File: src/rtl/sob_pkg.sv
package sob_pkg;

    parameter int unsigned SOB_AW = 16;
    parameter int unsigned SOB_DW = 32;

    typedef enum logic [1:0] {
        EK_STORE   = 2'd0,
        EK_NTSTORE = 2'd1,
        EK_SFENCE  = 2'd2,
        EK_MFENCE  = 2'd3
    } ent_kind_e;

    typedef struct packed {
        ent_kind_e          kind;
        logic [SOB_AW-1:0]  addr;
        logic [SOB_DW-1:0]  data;
    } sob_entry_t;

    // Codes 4..7 are load fences: they never occupy a slot.
    function automatic logic takes_slot(input logic [2:0] code);
        return code[2] == 1'b0;
    endfunction

    function automatic logic is_fence(input ent_kind_e k);
        return (k == EK_SFENCE) || (k == EK_MFENCE);
    endfunction

endpackage

File: src/rtl/sob_ring.sv
module sob_ring
    import sob_pkg::*;
#(
    parameter  int unsigned DEPTH = 8,
    localparam int unsigned PTR_W = $clog2(DEPTH),
    localparam int unsigned CNT_W = $clog2(DEPTH + 1)
) (
    input  logic             clk,
    input  logic             rst,
    input  logic             push,
    input  sob_entry_t       push_ent,
    input  logic             pop,
    output sob_entry_t       head_ent,
    output logic [PTR_W-1:0] head_ptr,
    output logic [CNT_W-1:0] cnt,
    output logic             full,
    output logic             empty,
    output sob_entry_t       slots_o [DEPTH]
);

    sob_entry_t       mem [DEPTH];
    logic [PTR_W-1:0] tail_ptr;

    function automatic logic [PTR_W-1:0] bump(input logic [PTR_W-1:0] p);
        return (p == PTR_W'(DEPTH - 1)) ? '0 : p + 1'b1;
    endfunction

    always_ff @(posedge clk) begin
        if (push) begin
            mem[tail_ptr] <= push_ent;
        end
    end

    always_ff @(posedge clk) begin
        if (rst) begin
            head_ptr <= '0;
            tail_ptr <= '0;
            cnt      <= '0;
        end else begin
            if (push) tail_ptr <= bump(tail_ptr);
            if (pop)  head_ptr <= bump(head_ptr);
            cnt <= cnt + CNT_W'(push) - CNT_W'(pop);
        end
    end

    assign full     = (cnt == CNT_W'(DEPTH));
    assign empty    = (cnt == '0);
    assign head_ent = mem[head_ptr];
    assign slots_o  = mem;

    a_r8_no_overflow: assert property (@(posedge clk) disable iff (rst)
        !(push && full));

    a_r1_no_underflow: assert property (@(posedge clk) disable iff (rst)
        !(pop && empty));

    a_r8_count_up: assert property (@(posedge clk) disable iff (rst)
        (push && !pop) |=> (cnt == $past(cnt) + 1'b1));

    a_r8_count_hold: assert property (@(posedge clk) disable iff (rst)
        (push && pop) |=> (cnt == $past(cnt)));

endmodule

File: src/rtl/sob_drain.sv
module sob_drain
    import sob_pkg::*;
(
    input  logic              clk,
    input  logic              rst,
    input  logic              head_vld,
    input  sob_entry_t        head_ent,
    input  logic              cm_ready,
    input  logic              wc_ready,
    input  logic              wc_flush_ack,
    output logic              cm_valid,
    output logic [SOB_AW-1:0] cm_addr,
    output logic [SOB_DW-1:0] cm_data,
    output logic              wc_valid,
    output logic [SOB_AW-1:0] wc_addr,
    output logic [SOB_DW-1:0] wc_data,
    output logic              wc_flush_req,
    output logic              pop
);

    // Set once a non-temporal store has gone to the write-combining path
    // and no flush has completed since.
    logic nt_owed;

    always_comb begin
        cm_valid     = 1'b0;
        wc_valid     = 1'b0;
        wc_flush_req = 1'b0;
        pop          = 1'b0;
        if (head_vld) begin
            if (is_fence(head_ent.kind)) begin
                wc_flush_req = nt_owed;
                pop          = !nt_owed || wc_flush_ack;
            end else if (head_ent.kind == EK_NTSTORE) begin
                wc_valid = 1'b1;
                pop      = wc_ready;
            end else begin
                cm_valid = 1'b1;
                pop      = cm_ready;
            end
        end
    end

    assign cm_addr = head_ent.addr;
    assign cm_data = head_ent.data;
    assign wc_addr = head_ent.addr;
    assign wc_data = head_ent.data;

    always_ff @(posedge clk) begin
        if (rst) begin
            nt_owed <= 1'b0;
        end else if (wc_valid && wc_ready) begin
            nt_owed <= 1'b1;
        end else if (wc_flush_req && wc_flush_ack) begin
            nt_owed <= 1'b0;
        end
    end

    a_r3_port_excl: assert property (@(posedge clk) disable iff (rst)
        $onehot0({cm_valid, wc_valid, wc_flush_req}));

    a_r4_flush_hold: assert property (@(posedge clk) disable iff (rst)
        (wc_flush_req && !wc_flush_ack) |=> wc_flush_req);

    a_r4_flush_done: assert property (@(posedge clk) disable iff (rst)
        (wc_flush_req && wc_flush_ack) |=> !wc_flush_req);

endmodule

File: src/rtl/sob_fwd.sv
module sob_fwd
    import sob_pkg::*;
#(
    parameter  int unsigned DEPTH = 8,
    localparam int unsigned PTR_W = $clog2(DEPTH),
    localparam int unsigned CNT_W = $clog2(DEPTH + 1)
) (
    input  sob_entry_t        slots [DEPTH],
    input  logic [PTR_W-1:0]  head_ptr,
    input  logic [CNT_W-1:0]  cnt,
    input  logic              ld_valid,
    input  logic [SOB_AW-1:0] ld_addr,
    input  logic              blocked,
    output logic              hit,
    output logic [SOB_DW-1:0] data
);

    // Per-slot match, independent of age.
    logic [DEPTH-1:0] slot_match;

    for (genvar g = 0; g < DEPTH; g++) begin : g_match
        assign slot_match[g] = (slots[g].kind == EK_STORE) &&
                               (slots[g].addr == ld_addr);
    end

    // Walk from oldest to youngest; later matches override earlier ones.
    logic [PTR_W-1:0] k;
    always_comb begin
        hit  = 1'b0;
        data = '0;
        k    = '0;
        for (int i = 0; i < DEPTH; i++) begin
            k = PTR_W'((int'(head_ptr) + i) % DEPTH);
            if ((CNT_W'(i) < cnt) && slot_match[k] && ld_valid && !blocked) begin
                hit  = 1'b1;
                data = slots[k].data;
            end
        end
    end

endmodule

File: src/rtl/store_order_buf.sv
module store_order_buf
    import sob_pkg::*;
#(
    parameter  int unsigned DEPTH = 8,
    localparam int unsigned AW    = SOB_AW,
    localparam int unsigned DW    = SOB_DW,
    localparam int unsigned PTR_W = $clog2(DEPTH),
    localparam int unsigned CNT_W = $clog2(DEPTH + 1)
) (
    input  logic          clk,
    input  logic          rst,
    input  logic          enq_valid,
    input  logic [2:0]    enq_kind,
    input  logic [AW-1:0] enq_addr,
    input  logic [DW-1:0] enq_data,
    output logic          sb_full,
    output logic          cm_valid,
    output logic [AW-1:0] cm_addr,
    output logic [DW-1:0] cm_data,
    input  logic          cm_ready,
    output logic          wc_valid,
    output logic [AW-1:0] wc_addr,
    output logic [DW-1:0] wc_data,
    input  logic          wc_ready,
    output logic          wc_flush_req,
    input  logic          wc_flush_ack,
    input  logic          ld_valid,
    input  logic [AW-1:0] ld_addr,
    output logic          ld_stall,
    output logic          ld_fwd_hit,
    output logic [DW-1:0] ld_fwd_data
);

    sob_entry_t       push_ent;
    sob_entry_t       head_ent;
    sob_entry_t       slots [DEPTH];
    logic [PTR_W-1:0] head_ptr;
    logic [CNT_W-1:0] cnt;
    logic [CNT_W-1:0] cnt_next;
    logic             push;
    logic             pop;
    logic             empty;
    logic             mf_block;

    assign push          = enq_valid && !sb_full && takes_slot(enq_kind);
    assign push_ent.kind = ent_kind_e'(enq_kind[1:0]);
    assign push_ent.addr = enq_addr;
    assign push_ent.data = enq_data;

    sob_ring #(.DEPTH(DEPTH)) u_ring (
        .clk      (clk),
        .rst      (rst),
        .push     (push),
        .push_ent (push_ent),
        .pop      (pop),
        .head_ent (head_ent),
        .head_ptr (head_ptr),
        .cnt      (cnt),
        .full     (sb_full),
        .empty    (empty),
        .slots_o  (slots)
    );

    sob_drain u_drain (
        .clk          (clk),
        .rst          (rst),
        .head_vld     (!empty),
        .head_ent     (head_ent),
        .cm_ready     (cm_ready),
        .wc_ready     (wc_ready),
        .wc_flush_ack (wc_flush_ack),
        .cm_valid     (cm_valid),
        .cm_addr      (cm_addr),
        .cm_data      (cm_data),
        .wc_valid     (wc_valid),
        .wc_addr      (wc_addr),
        .wc_data      (wc_data),
        .wc_flush_req (wc_flush_req),
        .pop          (pop)
    );

    sob_fwd #(.DEPTH(DEPTH)) u_fwd (
        .slots    (slots),
        .head_ptr (head_ptr),
        .cnt      (cnt),
        .ld_valid (ld_valid),
        .ld_addr  (ld_addr),
        .blocked  (mf_block),
        .hit      (ld_fwd_hit),
        .data     (ld_fwd_data)
    );

    // Full-fence load block: raised on acceptance, dropped once empty.
    assign cnt_next = cnt + CNT_W'(push) - CNT_W'(pop);

    always_ff @(posedge clk) begin
        if (rst) begin
            mf_block <= 1'b0;
        end else if (push && (push_ent.kind == EK_MFENCE)) begin
            mf_block <= 1'b1;
        end else if (cnt_next == '0) begin
            mf_block <= 1'b0;
        end
    end

    assign ld_stall = mf_block;

    a_r7_release_empty: assert property (@(posedge clk) disable iff (rst)
        $fell(ld_stall) |-> (cnt == '0));

    a_r7_no_fwd_stalled: assert property (@(posedge clk) disable iff (rst)
        ld_fwd_hit |-> !ld_stall);

    a_r6_lfence_no_stall: assert property (@(posedge clk) disable iff (rst)
        (enq_valid && enq_kind[2] && !ld_stall) |=> !ld_stall);

endmodule

File: config.mk
export PLATFORM = sky130hd
export DESIGN_NAME = store_order_buf
export DESIGN_NICKNAME = d
export VERILOG_FILES = /design/src/rtl/sob_pkg.sv /design/src/rtl/sob_ring.sv /design/src/rtl/sob_drain.sv /design/src/rtl/sob_fwd.sv /design/src/rtl/store_order_buf.sv
export SDC_FILE = /design/constraint.sdc
export NUM_CORES = 1
export LEC_CHECK = 0
export ABC_AREA = 1
export BUFFER_PORTS_ARGS = -buffer_cell sky130_fd_sc_hd__buf_2
export CAP_MARGIN = 0
export CORE_UTILIZATION = 40
export CTS_CLUSTER_DIAMETER = 40
export DETAILED_ROUTE_END_ITERATION = 16
export RECOVER_POWER = 50
export SYNTH_ARGS = -nofsm -noshare
export SYNTH_HDL_FRONTEND = slang
export SYNTH_SLANG_ARGS = --single-unit
File: constraint.sdc
create_clock -name clk -period 8.95 [get_ports clk]
set_input_delay 1.3425 -clock clk [delete_from_list [all_inputs] [get_ports clk]]
set_output_delay 1.3425 -clock clk [all_outputs]
set_load 0.02 [all_outputs]
==> metrics.txt, run 1 <==
# TYPE chip_impl_metric gauge
chip_impl_metric{name="area_delta_synth_final",unit="%"} 13.5
chip_impl_metric{name="htreeDepth",unit=""} 3
chip_impl_metric{name="cts_buffer_depth",unit=""} 3
chip_impl_info{name="critPathLaunch",value="u_ring.head_ptr[2]"} 1
chip_impl_metric{name="detail-route-antenna-nets",unit=""} 0
chip_impl_metric{name="numPlacedInstances",unit=""} 4932
chip_impl_metric{name="timing.critical_path.arrival",unit="ps"} 6010
chip_impl_metric{name="clkLatencyLatePin",unit="ps"} 650
chip_impl_metric{name="dp_worst_setup_slack",unit="ps"} 2310
chip_impl_info{name="ctsRootBufferMaster",value="sky130_fd_sc_hd__clkbuf_16"} 1
chip_impl_metric{name="slew_headroom",unit=""} -2.04
chip_impl_metric{name="synth_fa_ha_area_frac",unit=""} 0.00600
chip_impl_metric{name="drtPass1Iterations",unit=""} 6
chip_impl_metric{name="grt_max_degree",unit=""} 109
chip_impl_metric{name="floorplan.initialDensity",unit=""} 0.405
chip_impl_metric{name="worst_margin_slew",unit="ps"} 4570
chip_impl_metric{name="setup_ws",unit="ps"} 1600
chip_impl_metric{name="mappedNetlistArea",unit="sq um"} 28400
chip_impl_metric{name="synth_enable_flop_cells",unit=""} 400
chip_impl_metric{name="die_area",unit="sq um"} 72000
chip_impl_metric{name="power_density",unit="nW/um^2"} 370
chip_impl_metric{name="port-buffer-count",unit=""} 207
chip_impl_info{name="main_combinational_cell_family_by_area_after_synthesis",value="simple AND/OR/NAND/NOR gates"} 1
chip_impl_metric{name="synth_cell_types",unit=""} 39
chip_impl_metric{name="timing_hold_violations_final",unit=""} 0
chip_impl_metric{name="die-height",unit="microns"} 268
chip_impl_metric{name="cellLeakagePower",unit="uW"} 0.0148
chip_impl_metric{name="cts_num_sinks",unit=""} 412
chip_impl_metric{name="cts_setup_buffers",unit=""} 0
chip_impl_info{name="min_from",value="u_drain.nt_owed"} 1
chip_impl_info{name="tritoncts",value="yes"} 1
chip_impl_metric{name="core",unit="sq um"} 70100
chip_impl_metric{name="yosysWarningCount",unit=""} 0
chip_impl_metric{name="ctsResizeCount",unit=""} 0
chip_impl_metric{name="yosys.area_share.xor_xnor",unit=""} 0.00432
chip_impl_info{name="worst_hold_path_type",value="reg2reg"} 1
chip_impl_metric{name="mappedNetlistNets",unit=""} 4139
chip_impl_metric{name="global_route.overflow_total",unit=""} 0
chip_impl_metric{name="period_minus_slack",unit="ps"} 7350
chip_impl_metric{name="grt_pass1_wl",unit="microns"} 141000
chip_impl_info{name="layout.cells.most_common",value="sky130_fd_sc_hd__nand2_1"} 1
chip_impl_metric{name="place_hpwl",unit="microns"} 55400
chip_impl_metric{name="cts.reportedPaths.clkPinSlew",unit="ps"} 50
chip_impl_metric{name="drive_above_1_share",unit=""} 0.0896
chip_impl_metric{name="synthesis.area_per_instance",unit="sq um"} 7.00
chip_impl_metric{name="post_synth_inst_count",unit=""} 4052
chip_impl_metric{name="drv.max_cap_violation_count",unit=""} 5
chip_impl_info{name="synth-main-ff-cell",value="sky130_fd_sc_hd__edfxtp_1"} 1
chip_impl_metric{name="layoutNonFillerInstCount",unit=""} 5086
chip_impl_metric{name="antenna_found_initial",unit=""} 8
chip_impl_metric{name="gpl.final_weighted_congestion",unit=""} 0.863
chip_impl_metric{name="register_area_share_after_synthesis",unit=""} 0.432
chip_impl_metric{name="post-route-drc-count",unit=""} 0
chip_impl_metric{name="peakVddDrop",unit="mV"} 0.381
chip_impl_metric{name="filler_cell_count",unit=""} 7081
chip_impl_metric{name="overall_routed_net_length",unit="microns"} 94300
chip_impl_metric{name="cp.required",unit="ps"} 7610
chip_impl_info{name="grt_setup_unrepaired",value="no"} 1
chip_impl_metric{name="boundaryPins",unit=""} 208
chip_impl_info{name="regToRegStartpoint",value="u_ring.cnt[2]"} 1
chip_impl_metric{name="synth_async_sr_flop_share",unit=""} 0
chip_impl_metric{name="simple_logic_cell_fraction_of_the_synthesized_area",unit=""} 0.297
chip_impl_metric{name="num-nets-final",unit=""} 4162
chip_impl_metric{name="worst-path-max-fanout",unit=""} 72
chip_impl_info{name="setup.worst_path.class",value="reg2out"} 1
chip_impl_metric{name="fin_worst_skew",unit="ps"} 25.7
chip_impl_info{name="critPathCaptureType",value="primary output"} 1
chip_impl_metric{name="drt_first_iter_violations",unit=""} 2445
chip_impl_metric{name="clock.fmax",unit="MHz"} 136
chip_impl_metric{name="postSynthRegisterBits",unit=""} 412
chip_impl_metric{name="cts_inserted_buffers",unit=""} 81
chip_impl_metric{name="post_synth_mux_area_share",unit=""} 0.0339
chip_impl_metric{name="die_w",unit="microns"} 268
chip_impl_metric{name="grt_util_all_layers",unit=""} 0.261
chip_impl_info{name="status",value="finished, violations left"} 1
chip_impl_metric{name="fp-row-count",unit=""} 97
chip_impl_metric{name="slew_viol_final",unit=""} 113
chip_impl_metric{name="route.detailed.vias_per_inst",unit=""} 5.17
chip_impl_metric{name="timing.setup.tns",unit="ps"} 0
chip_impl_info{name="failing_checks",value="capacitance limit, slew limit"} 1
chip_impl_metric{name="finalSetupViolations",unit=""} 0
chip_impl_info{name="mostFrequentLayoutCells",value="sky130_fd_sc_hd__nand2_1 (1676), sky130_fd_sc_hd__o21ai_0 (479), sky130_fd_sc_hd__edfxtp_1 (400), sky130_fd_sc_hd__nor2_1 (338), sky130_fd_sc_hd__inv_1 (332)"} 1
chip_impl_metric{name="synth_compound_gate_area_share",unit=""} 0.128
chip_impl_metric{name="period_utilization",unit=""} 0.821
chip_impl_metric{name="first_global_vias",unit=""} 23700
chip_impl_metric{name="via_count",unit=""} 26300
chip_impl_metric{name="wl_per_cell",unit="microns"} 18.5
chip_impl_metric{name="holdBufCountCts",unit=""} 0
chip_impl_info{name="critical_path.startpoint_type",value="flop"} 1
[final cells by class]
| type | instances | area [sq um] | area share |
|---|---|---|---|
| flip-flops and latches | 412 | 12300 | 0.381 |
| inverters | 354 | 1340 | 0.0417 |
| well taps | 940 | 1180 | 0.0365 |
| multi-input cells | 2989 | 13400 | 0.416 |
| repair buffers | 237 | 1190 | 0.0370 |
| clock inverters | 62 | 739 | 0.0230 |
| clock buffers | 88 | 2070 | 0.0644 |
| diodes | 4 | 10.0 | 0.000311 |
[cells by family (layout without fill, tap and decap cells)]
kind of cell / after synthesis / count (layout)
AND/OR/NAND/NOR: 2172 / 2172
AO/OA/AOI/OAI: 694 / 694
buffers and inverters: 651 / 741
flip-flops: 412 / 412
multiplexers: 96 / 96
XOR/XNOR: 14 / 14
adder cells (fa/ha/maj): 13 / 13
other: 0 / 4
[final timing paths]
kind,to,slack (ps),cells past startpoint
setup / recovery,ld_fwd_data[31],1600,12
hold / removal,u_drain.nt_owed,460,2
setup reg to reg,u_ring.slots_o[56],3530,8
hold reg to reg,u_drain.nt_owed,460,2
[flip-flops by register name, summed over array words and instances (netlist names)]
register / flops
ld_stall: 1
u_drain.nt_owed: 1
u_ring.cnt: 4
u_ring.head_ptr: 3
u_ring.slots_o: 400
u_ring.tail_ptr: 3
[critical path, cell delays in order, from the launching register on]
cell and delay [ps]:
sky130_fd_sc_hd__dfxtp_4 340, sky130_fd_sc_hd__buf_4 750, sky130_fd_sc_hd__nand2_1 770, sky130_fd_sc_hd__nand2_4 770
sky130_fd_sc_hd__inv_1 160, sky130_fd_sc_hd__o21ai_1 200, sky130_fd_sc_hd__nand2_2 600, sky130_fd_sc_hd__inv_2 1110
sky130_fd_sc_hd__a21oi_1 90, sky130_fd_sc_hd__nand2_1 120, sky130_fd_sc_hd__nand2_1 60, sky130_fd_sc_hd__nand2_1 160
sky130_fd_sc_hd__buf_2 200
[synth_stat cells, types with 3 or more instances]
cell	instances	share of area
sky130_fd_sc_hd__or2_2	3	0.00066
sky130_fd_sc_hd__a21oi_1	132	0.023
sky130_fd_sc_hd__o2111ai_1	10	0.0031
sky130_fd_sc_hd__o22ai_1	3	0.00066
sky130_fd_sc_hd__xnor2_1	12	0.0037
sky130_fd_sc_hd__clkbuf_1	122	0.016
sky130_fd_sc_hd__buf_6	9	0.0036
sky130_fd_sc_hd__ha_1	12	0.0053
sky130_fd_sc_hd__nand4_1	22	0.0049
sky130_fd_sc_hd__o21ai_0	479	0.084
sky130_fd_sc_hd__mux2i_1	96	0.034
sky130_fd_sc_hd__o211ai_1	35	0.0093
sky130_fd_sc_hd__nor3_1	3	0.00053
sky130_fd_sc_hd__dfxtp_1	12	0.0085
sky130_fd_sc_hd__nor2_1	341	0.045
sky130_fd_sc_hd__a211oi_1	6	0.0016
sky130_fd_sc_hd__buf_1	42	0.0056
sky130_fd_sc_hd__buf_4	66	0.017
sky130_fd_sc_hd__o21ai_1	27	0.0048
sky130_fd_sc_hd__inv_2	15	0.0020
sky130_fd_sc_hd__edfxtp_1	400	0.42
sky130_fd_sc_hd__nand2_1	1678	0.22
sky130_fd_sc_hd__buf_2	58	0.010
sky130_fd_sc_hd__nand3_1	111	0.020
sky130_fd_sc_hd__inv_1	338	0.045
[metrics by stage]
step	util	instance area, sq um	hold WS, ps	total power, uW
floorplan	-	28400	443	7120
CTS	0.460	32300	463	11900
global route	0.459	32200	485	12800
detailed placement	0.420	29500	456	8810
global placement	0.420	29500	454	8790
finish	0.459	32200	464	11900
[routing by layer]
metal / GRT usage / vias to the layer above / part of all wire
li1: - / 13100 / -
met1: 0.337 / 12000 / 0.43
met2: 0.435 / 979 / 0.46
met3: 0.0397 / 196 / 0.071
met4: 0.109 / 8 / 0.036
met5: 0 / - / 0.00049
[where the power goes]
group / leakage (uW) / switching, uW / internal (uW) / total, uW
Sequential: 0.00371 / 83.2 / 2190 / 2280
Combinational: 0.00969 / 4710 / 1830 / 6540
Clock: 0.00135 / 1150 / 1960 / 3110
Note: power is estimated with default switching activity, not from simulation.
==> inputs of run 2 (changes only) <==
Clock period 8.95 ns to 7.58 ns, I/O delays scaled along.
==> metrics.txt, run 2 (synthesis results as in run 1) <==
# TYPE chip_impl_metric gauge
chip_impl_info{name="status",value="finished, violations left"} 1
chip_impl_info{name="failing_checks",value="capacitance limit, slew limit"} 1
chip_impl_metric{name="antenna_found_initial",unit=""} 7
chip_impl_info{name="worst_hold_path_type",value="reg2reg"} 1
chip_impl_metric{name="htreeDepth",unit=""} 3
chip_impl_metric{name="worst_path_largest_cell_delay",unit="ps"} 870
chip_impl_metric{name="ctsResizeCount",unit=""} 0
chip_impl_metric{name="power_density",unit="nW/um^2"} 434
chip_impl_metric{name="first_global_vias",unit=""} 23800
chip_impl_metric{name="post-route-drc-count",unit=""} 0
chip_impl_metric{name="cts_num_sinks",unit=""} 412
chip_impl_metric{name="swShare",unit=""} 0.491
chip_impl_info{name="slowest_stage",value="sky130_fd_sc_hd__inv_2"} 1
chip_impl_metric{name="cellLeakagePower",unit="uW"} 0.0147
chip_impl_metric{name="route.detailed.vias_per_inst",unit=""} 5.19
chip_impl_metric{name="power",unit="uW"} 13900
chip_impl_metric{name="cts_inserted_buffers",unit=""} 78
chip_impl_metric{name="period_utilization",unit=""} 0.833
chip_impl_info{name="critical_path.startpoint_type",value="flop"} 1
chip_impl_metric{name="port-buffer-count",unit=""} 207
chip_impl_metric{name="holdBufCountCts",unit=""} 0
chip_impl_metric{name="gpl.final_weighted_congestion",unit=""} 0.898
chip_impl_metric{name="switchingPower",unit="uW"} 6850
chip_impl_metric{name="fp-row-count",unit=""} 97
chip_impl_metric{name="wl_per_cell",unit="microns"} 18.3
chip_impl_metric{name="core",unit="sq um"} 70100
chip_impl_metric{name="logic_pwr_share",unit=""} 0.554
chip_impl_info{name="mostFrequentLayoutCells",value="sky130_fd_sc_hd__nand2_1 (1676), sky130_fd_sc_hd__o21ai_0 (479), sky130_fd_sc_hd__edfxtp_1 (400), sky130_fd_sc_hd__nor2_1 (339), sky130_fd_sc_hd__inv_1 (332)"} 1
chip_impl_metric{name="power_report.internal_total",unit="uW"} 7090
chip_impl_metric{name="clkLatencyLatePin",unit="ps"} 630
chip_impl_metric{name="final.hold.worst_slack",unit="ps"} 469
chip_impl_metric{name="cts_buffer_depth",unit=""} 3
chip_impl_metric{name="clkPwrFrac",unit=""} 0.254
chip_impl_info{name="cp_cell_sequence",value="inv_8, ha_4, inv_4, buf_4, nand3_1, nand3_1, nand3_2, buf_4, inv_2, o211ai_1, nand2_1, buf_2"} 1
chip_impl_metric{name="finalSetupViolations",unit=""} 0
chip_impl_metric{name="period_minus_slack",unit="ps"} 6310
chip_impl_metric{name="fin_worst_skew",unit="ps"} 34.0
chip_impl_metric{name="cp.required",unit="ps"} 6440
chip_impl_info{name="critPathCaptureType",value="primary output"} 1
chip_impl_metric{name="regToRegSetupSlack",unit="ps"} 2550
chip_impl_info{name="layout.cells.most_common",value="sky130_fd_sc_hd__nand2_1"} 1
chip_impl_metric{name="grt_max_degree",unit=""} 213
chip_impl_metric{name="slew_viol_final",unit=""} 82
chip_impl_metric{name="place_hpwl",unit="microns"} 55600
chip_impl_metric{name="clock.fmax",unit="MHz"} 158
chip_impl_metric{name="drive_above_1_share",unit=""} 0.0886
chip_impl_metric{name="drv.max_cap_violation_count",unit=""} 4
chip_impl_metric{name="worst-path-max-fanout",unit=""} 101
chip_impl_metric{name="detailed_place.area",unit="sq um"} 29600
chip_impl_metric{name="timing_hold_violations_final",unit=""} 0
chip_impl_metric{name="via_count",unit=""} 26400
chip_impl_metric{name="cts.reportedPaths.clkPinSlew",unit="ps"} 50
chip_impl_metric{name="die_w",unit="microns"} 268
chip_impl_info{name="setup.worst_path.class",value="reg2out"} 1
chip_impl_metric{name="grt_pass1_wl",unit="microns"} 139000
chip_impl_metric{name="drtPass1Iterations",unit=""} 6
chip_impl_metric{name="share_seq_of_total_power",unit=""} 0.192
chip_impl_metric{name="boundaryPins",unit=""} 208
chip_impl_info{name="tritoncts",value="yes"} 1
chip_impl_metric{name="floorplan.initialDensity",unit=""} 0.405
chip_impl_metric{name="cts_setup_buffers",unit=""} 0
chip_impl_metric{name="area_delta_synth_final",unit="%"} 13.3
chip_impl_info{name="grt_setup_unrepaired",value="no"} 1
chip_impl_metric{name="timing.setup.tns",unit="ps"} 0
chip_impl_metric{name="finish.utilization",unit=""} 0.458
chip_impl_metric{name="largest_register_ffs",unit=""} 400
chip_impl_metric{name="peakVddDrop",unit="mV"} 0.355
chip_impl_metric{name="worst_margin_slew",unit="ps"} 2890
chip_impl_metric{name="num-nets-final",unit=""} 4166
chip_impl_metric{name="slew_headroom",unit=""} -0.932
chip_impl_info{name="ctsRootBufferMaster",value="sky130_fd_sc_hd__clkbuf_16"} 1
chip_impl_metric{name="overall_routed_net_length",unit="microns"} 93100
chip_impl_metric{name="timing.critical_path.arrival",unit="ps"} 5180
chip_impl_metric{name="die_area",unit="sq um"} 72000
chip_impl_metric{name="finalInstanceArea",unit="sq um"} 32200
chip_impl_metric{name="drt_first_iter_violations",unit=""} 2437
chip_impl_metric{name="detail-route-antenna-nets",unit=""} 0
chip_impl_metric{name="grt_util_all_layers",unit=""} 0.257
chip_impl_metric{name="die-height",unit="microns"} 268
chip_impl_metric{name="global_route.overflow_total",unit=""} 0
-- run 2: per-stage QoR --
stage,worst slack (ps),instances
after CTS,1310,5083
after detailed placement,1980,4939
final,1270,5086
after global placement,1930,4939
after global routing,947,5084
after floorplan,3130,4052
-- run 2: final cells by class --
| class | count | area [sq um] |
|---|---|---|
| Antenna cell | 3 | 7.51 |
| Clock buffer | 91 | 2110 |
| Clock inverter | 53 | 584 |
| Fill cell | 7131 | 38000 |
| Inverter | 354 | 1340 |
| Multi-Input combinational cell | 2989 | 13400 |
| Sequential cell | 412 | 12300 |
| Tap cell | 940 | 1180 |
| Timing Repair Buffer | 244 | 1270 |
-- run 2: final timing paths --
check,start,to,cells past startpoint
worst max-delay path,u_ring.head_ptr[0],ld_fwd_data[10],12
worst max register to register,u_ring.cnt[2],u_ring.slots_o[62],8
worst min register to register,u_drain.nt_owed,u_drain.nt_owed,2
worst min-delay path,u_drain.nt_owed,u_drain.nt_owed,2
-- run 2: power groups by stage --
stage               combinational, uW  sequential (uW)  clock, uW
CTS                              7710             2680       3580
global route                     8630             2690       3680
finish                           7720             2680       3540
detailed placement               7680             2720          0
global placement                 7640             2720          0
floorplan                        5750             2660          0
-- run 2: critical path: cells and delay by family, from the launching register on --
kind            cells  cell delay, ps
buf+inv             6            2450
simple gates        4             610
fa+ha+maj           1             470
flops               1             710
compound gates      1             230
-- run 2: metal layers --
| metal | part of all wire | GRT usage |
|---|---|---|
| met5 | 0.00081 | 0 |
| met4 | 0.034 | 0.104 |
| met3 | 0.082 | 0.0381 |
| met2 | 0.46 | 0.424 |
| met1 | 0.42 | 0.337 |
